===== src/rtl/load_fault_supervisor.sv =====
module load_fault_supervisor #(
  parameter int NCH           = 6,
  parameter int SETTLE_CYCLES = 6000000,
  parameter int RETRY_PERIOD  = 16,
  parameter int RETRY_ON      = 1,
  parameter bit LATCH_OFF     = 1'b1
) (
  input  logic           clk,
  input  logic           rst_n,
  input  logic [NCH-1:0] cmd_en,
  input  logic [NCH-1:0] drain_hi,
  input  logic           bat_over,
  input  logic           bat_under,
  input  logic           cs_n,
  output logic [NCH-1:0] gate,
  output logic           flt_n,
  output logic [NCH+1:0] fault_vec
);
  localparam int TW = $clog2(SETTLE_CYCLES + 1);
  localparam int PW = (RETRY_PERIOD > 2) ? $clog2(RETRY_PERIOD) : 1;
  localparam logic [TW-1:0] TMAX = TW'(SETTLE_CYCLES);

  logic [PW-1:0]  pcnt;
  logic           cs_q, ov_q, uv_q;
  logic [NCH-1:0] short_act, ch_flt, gate_nxt, settled, open_now, short_now, live;

  wire bat_bad  = bat_over | bat_under;
  wire cs_fall  = cs_q & ~cs_n;
  wire retry_on = pcnt < PW'(RETRY_ON);

  always_ff @(posedge clk or negedge rst_n)
    if (!rst_n) pcnt <= '0;
    else if (pcnt == PW'(RETRY_PERIOD - 1)) pcnt <= '0;
    else pcnt <= pcnt + 1'b1;

  always_ff @(posedge clk or negedge rst_n)
    if (!rst_n) begin
      cs_q <= 1'b1;
      ov_q <= 1'b0;
      uv_q <= 1'b0;
    end else begin
      cs_q <= cs_n;
      ov_q <= cs_fall ? bat_over  : (ov_q | bat_over);
      uv_q <= cs_fall ? bat_under : (uv_q | bat_under);
    end

  for (genvar i = 0; i < NCH; i++) begin : g_ch
    logic [TW-1:0] tmr;

    assign gate_nxt[i]  = !bat_bad && cmd_en[i] && (!short_act[i] || (!LATCH_OFF && retry_on));
    assign settled[i]   = (tmr == TMAX);
    assign open_now[i]  = !bat_bad && settled[i] && !gate[i] && !drain_hi[i];
    assign short_now[i] = !bat_bad && settled[i] &&  gate[i] &&  drain_hi[i];
    assign live[i]      = open_now[i] | short_now[i] | short_act[i];

    always_ff @(posedge clk or negedge rst_n)
      if (!rst_n) begin
        tmr          <= '0;
        gate[i]      <= 1'b0;
        short_act[i] <= 1'b0;
        ch_flt[i]    <= 1'b0;
      end else begin
        gate[i] <= gate_nxt[i];
        if (gate_nxt[i] != gate[i]) tmr <= '0;
        else if (tmr != TMAX) tmr <= tmr + 1'b1;
        if (short_now[i]) short_act[i] <= 1'b1;
        else if (!cmd_en[i]) short_act[i] <= 1'b0;
        ch_flt[i] <= cs_fall ? live[i] : (ch_flt[i] | open_now[i] | short_now[i]);
      end

    a_r3_no_flag_before_settle: assert property (@(posedge clk) disable iff (!rst_n)
      (!ch_flt[i] && !settled[i] && !cs_fall) |=> !ch_flt[i]);

    if (LATCH_OFF) begin : g_latch
      a_r7_latched_gate_off: assert property (@(posedge clk) disable iff (!rst_n)
        short_act[i] |=> !gate[i]);
    end
  end

  assign fault_vec = {ov_q, uv_q, ch_flt};
  assign flt_n     = ~|fault_vec;

  a_r9_battery_gates_off: assert property (@(posedge clk) disable iff (!rst_n)
    bat_bad |=> (gate == '0));

  a_r6_sticky_without_cs: assert property (@(posedge clk) disable iff (!rst_n)
    !cs_fall |=> ((fault_vec & $past(fault_vec)) == $past(fault_vec)));

  a_r10_no_channel_flag_in_bat_fault: assert property (@(posedge clk) disable iff (!rst_n)
    (bat_bad && ch_flt == '0 && !cs_fall) |=> (ch_flt == '0));
endmodule


===== config.mk =====
export PLATFORM = sky130hd
export DESIGN_NAME = load_fault_supervisor
export DESIGN_NICKNAME = d
export VERILOG_FILES = /design/src/rtl/load_fault_supervisor.sv
export SDC_FILE = /design/constraint.sdc
export NUM_CORES = 1
export LEC_CHECK = 0
export ABC_AREA = 1
export CORE_UTILIZATION = 45
export DETAILED_ROUTE_END_ITERATION = 8
export DONT_BUFFER_PORTS = 1
export PLACE_DENSITY = 0.57
export SLEW_MARGIN = 40
export SYNTH_ARGS = -nofsm -noshare
export SYNTH_HDL_FRONTEND = slang
export SYNTH_SLANG_ARGS = --single-unit

===== constraint.sdc =====
create_clock -name clk -period 3.1 [get_ports clk]
set_input_delay 0.155 -clock clk [delete_from_list [all_inputs] [get_ports clk]]
set_output_delay 0.155 -clock clk [all_outputs]
set_load 0.02 [all_outputs]

# [Word level (Yosys, flattened, before mapping)]
# Index checks and enable logic that the tools add are counted.
[totals] regBits=159 in_bits=17 out_inout_bits=15 elab_cells=187
[classes] n_addsub=6 n_eq_ne=24 mux=32 bitwise_logic=29 n_reduce_logical=69
[ops] op="2-to-1 mux 23 bit" count=12
[ops] op="adder 23 x 1 -> 23 bit, second input constant" count=6
[ops] op="== test 23 bit, second input constant" count=6
[ops] op="inequality test 23 bit, second input constant" count=6
[ops] op="logical AND 1 bit" count=42
[ops] op="OR 1 bit" count=27
[ops] op="logical NOT 1 bit" count=20
[ops] op="2-to-1 mux 1 bit" count=20
[ops] op="inequality test 2 x 1 -> 1 bit, second input constant" count=6
[ops] op="nonzero test 2 bit" count=6
[ops] op="OR reduction 8 bit" count=1
[ops] op="inequality test 1 bit" count=6
[ops] op="bitwise AND 1 bit" count=1
[ops] op="NOT 1 bit" count=1

# [Depth between registers and ports, before layout]
[logic_depth] depth_word=8 mapped_depth=9 mapped_depth_nobuf=8

# [Worst setup path before layout]
# Ideal clock, no wire load.
[synth_timing] path_kind="register to register" from="register g_ch[4].tmr[0]" to="register g_ch[4].tmr[0]" setup_time_ns=0.117 arrival_ns=1.289 required_time_ns=2.983 setup_slack_ns=1.694 path_stages_with_launch=8 path_buffers=0 synth_period_minus_slack_ns=1.406 cell_sequence="dfrtp_1 > inv_1 > ha_1 > nand2_1 > nor3_1 > nand2_1 > nand3_1 > nand2_1"
[synth_between] elab_chain_cells=3 elab_cells_between_ends=5 classes_between="1 x add/sub; 1 x eq/ne; 2 x mux; 1 x reduce/logical"
[synth_rtl] element="start: declaration" line_no="48" text="logic [TW-1:0] tmr;"
[synth_rtl] element="start signal: assignment" line_no="65" text="else if (tmr != TMAX) tmr <= tmr + 1'b1;"
[synth_rtl] element="adder 23 x 1 -> 23 bit" line_no="65"
[synth_rtl] element="2-to-1 mux 23 bit" line_no="65"
[synth_rtl] element="2-to-1 mux 23 bit" line_no="64" text="if (gate_nxt[i] != gate[i]) tmr <= '0;"
# Parallel ways exist; a longest one is shown, timed or not. The select of a mux whose other input is x is not followed.
# A chain may end at the register's enable or synchronous reset.

# [Final worst setup path]
[layout_timing] from="register g_ch[4].tmr[0]" to="register short_act[4]"
[layout_between] elab_chain_cells=5 elab_cells_between_ends=6 classes_between="2 x eq/ne; 1 x mux; 3 x reduce/logical"
[layout_rtl] element="== test 23 bit (*)" line_no="51" text="assign settled[i] = (tmr == TMAX);"
[layout_rtl] element="logical AND 1 bit (*) (3 in a row)" line_no="53" text="assign short_now[i] = !bat_bad && settled[i] && gate[i] && drain_hi[i];"
[layout_rtl] element="inequality test 2 x 1 -> 1 bit (no line) / 2-to-1 mux 1 bit (equally long branches)"
[layout_rtl] element="end signal: indexed assignment" line_no="60" text="short_act[i] <= 1'b0;"
[layout_rtl] element="end signal: indexed assignment" line_no="66" text="if (short_now[i]) short_act[i] <= 1'b1;"
[layout_rtl] element="end signal: indexed assignment" line_no="67" text="else if (!cmd_en[i]) short_act[i] <= 1'b0;"
[layout_rtl] element="end: declaration" line_no="25" text="logic [NCH-1:0] short_act, ch_flt, gate_nxt, settled, open_now, short_now, live;"
# Mark *: on every way between the ends. The rest lies on a longest branch, timed or not.

==> reports/metrics.yaml <==
ant_nets: 0
endpoint_kind: "flip-flop"
final.min_clock_period_ns: 2.10
clockRootBuffer: "clkbuf_16"
fmax_mhz: 476
dr_total_vias: 8848
peakVddDrop_uv: 304
final_max_slew_viol_count: 0
multiInputGateArea_um2: 5180
syn_avg_cell_area_um2: 6.94
startpoint: "g_ch[4].tmr[0]"
drc: 0
portBuffers: 0
drt_first_pass_iters: 5
rsz0062_at_grt: "no"
synth_fp_nets: 1465
ys_top_cells_by_area: "dfrtp_1 40%, nand2_1 14%, nor2_1 11%, inv_1 6.8%, nand3_1 4.9%"
drive_gt1_share_pct: 6.71
crit_required_ns: 3.47
final_nets: 1491
pwr_density_cell_nw_per_um2: 463
rr_startpoint: "g_ch[4].tmr[0]"
avgViaCountPerCell: 5.04
finalHoldWorstSlack_ns: -0.584
seqCellArea_um2: 3980
cts_resized: 0
clk_pin_slew_ns: 0.07
yosys.area.top_type: "dfrtp_1"
initial_utilization_pct: 45.8
dieArea_um2: 22800
floorplan.io_pins: 32
numCtsBuffers: 17
wl_mm: 24.0
grt_start_max_net_pins: 160
leakagePower_nw: 4.92
dp_cells: 1702
p_switching_mw: 1.42
core_area_um2: 21800
areaGrowthSynthToFinish_pct: 10.3
drt_iter0_markers: 559
r2r_cells: 7
cap_violations: 0
seq_area_frac_synth_pct: 39.9
sw_frac_of_total_pct: 27.9
synth-edff-count: 0
internal_power_mw: 3.67
die_w_um: 151
syn_inst: 1436
outcome: "complete, but fails checks"
gp_congestion: 0.877
clock_power_share_pct: 41.7
dp_hpwl_mm: 17.2
ys_ff_latch: 159
fin_crit_sh_pct: 67.8
cp-start-kind: "flip-flop"
layout_common_cells: "375 x nand2_1, 293 x nor2_1, 180 x inv_1"
critical_path.max_fanout: 5
ys.flop_type: "dfrtp_1"
combPwrFrac_pct: 11.1
cts_buffer_depth: 2
worstReg2RegEnd: "short_act[4]"
pwr-share-seq_pct: 47.2
synth_top_area_share_pct: 39.6
skew_ns: 0.0144
cts.sinks: 159
insertion_delay_ns: 0.43
n_fill_cell: 2212
r2r_slack_ns: 1.0
crit_arrival_ns: 2.47
hold_viol_final: 159
tns_ns: 0
antennaDiodeCount: 0
ctsHoldBuffers: 21
cts_tree: "built"
crit_type: "flip-flop to flip-flop"
grt_pass1_wl_mm: 40.3
grt-ovfl-total: 0
instances_no_fill: 1755
synthArstFlopShare_pct: 100
grt_pass1_vias: 8113
die_h_um: 151
netlist_area_um2: 9970
track_usage_pct: 22.3
antenna_found_initial: 0
htree_num_levels: 4
setup_viol: 0
wl_per_cell_um: 13.7
hold_path.class: "primary input to asynchronous set/reset pin"
tightest_slew_ns: 0.703
synth_cell_type_count: 38
violations: "negative hold slack"
ys_warn_count: 0
cts_setup_buffers: 0
layout_commonest_cell: "nand2_1"
slew_headroom_pct: 53.0
std_cell_rows: 54
## layout make-up
class                           instances  area share (%)
Tap cell                              280            3.18
Clock buffer                           22            4.31
Inverter                              184            6.28
Clock inverter                         10            1.02
Multi-Input combinational cell       1078            47.1
Timing Repair Buffer                   22            1.98
Sequential cell                       159            36.2
## worst max-delay path by stage
stage,to,slack (ns)
2_1_floorplan,g_ch[4].tmr[0],1.69
3_3_place_gp,g_ch[2].tmr[10],1.34
3_5_place_dp,g_ch[2].tmr[10],1.31
4_1_cts,short_act[4],0.98
5_1_grt,short_act[4],0.77
6_report,short_act[4],1.0
## metrics by stage
| stage | instance area [µm²] | power [mW] | setup WS, ns | utilization [%] |
|---|---|---|---|---|
| finish | 11000 | 5.09 | 0.998 | 50.6 |
| detailed placement | 10200 | 2.99 | 1.31 | 46.9 |
| global route | 11000 | 5.35 | 0.775 | 50.6 |
| floorplan | 9970 | 2.86 | 1.69 | - |
| global placement | 10200 | 2.98 | 1.34 | 46.9 |
| CTS | 11000 | 5.15 | 0.983 | 50.6 |
## Yosys cell counts, types with 4 or more instances
master,count
a21oi_1,54
buf_2,5
buf_4,4
buf_6,4
dfrtp_1,158
ha_1,12
inv_1,180
inv_2,4
nand2_1,375
nand2_2,7
nand2_4,4
nand3_1,98
nand3_2,12
nand4_1,43
nand4_4,4
nor2_1,293
nor2_2,16
nor2_4,10
nor3_1,33
nor3_2,4
nor3b_1,6
o21ai_0,45
o21bai_1,10
xnor2_1,9
xor2_1,23
## kinds of logic after synthesis
family / after synthesis / share of synthesized area, %
buf+inv: 199 / 8.17
fa+ha+maj: 12 / 1.51
flops: 159 / 39.9
compound gates: 116 / 6.16
simple gates: 918 / 41.4
xor+xnor: 32 / 2.81
## critical path: stages (launching register included)
cell and delay (ns):
dfrtp_1 0.40, inv_1 0.14, ha_1 0.19, nand2_1 0.06, nor3_1 0.48, nand4_1 0.15
nand2_1 0.08, dlygate4sd3_1 0.54
## layer usage
metal	track usage [%]	vias to the layer above	wire length, µm
met2	33.8	116	10700
met1	32.5	4121	12200
met3	4.61	13	914
li1	-	4598	-
met5	0	-	0
met4	4.55	0	125
## power by group through the flow
stage	sequential [mW]	combinational, mW	clock (mW)
CTS	2.40	0.572	2.18
detailed placement	2.43	0.553	0
finish	2.40	0.566	2.12
floorplan	2.38	0.485	0
global route	2.42	0.665	2.26
global placement	2.44	0.540	0
## sequential cells by signal, indices dropped and copies added (netlist names)
name       count
gate           6
g_ch.tmr     138
uv_q           1
ov_q           1
fault_vec      6
short_act      6
cs_q           1
No activity file was read; power rests on OpenSTA's default activity.
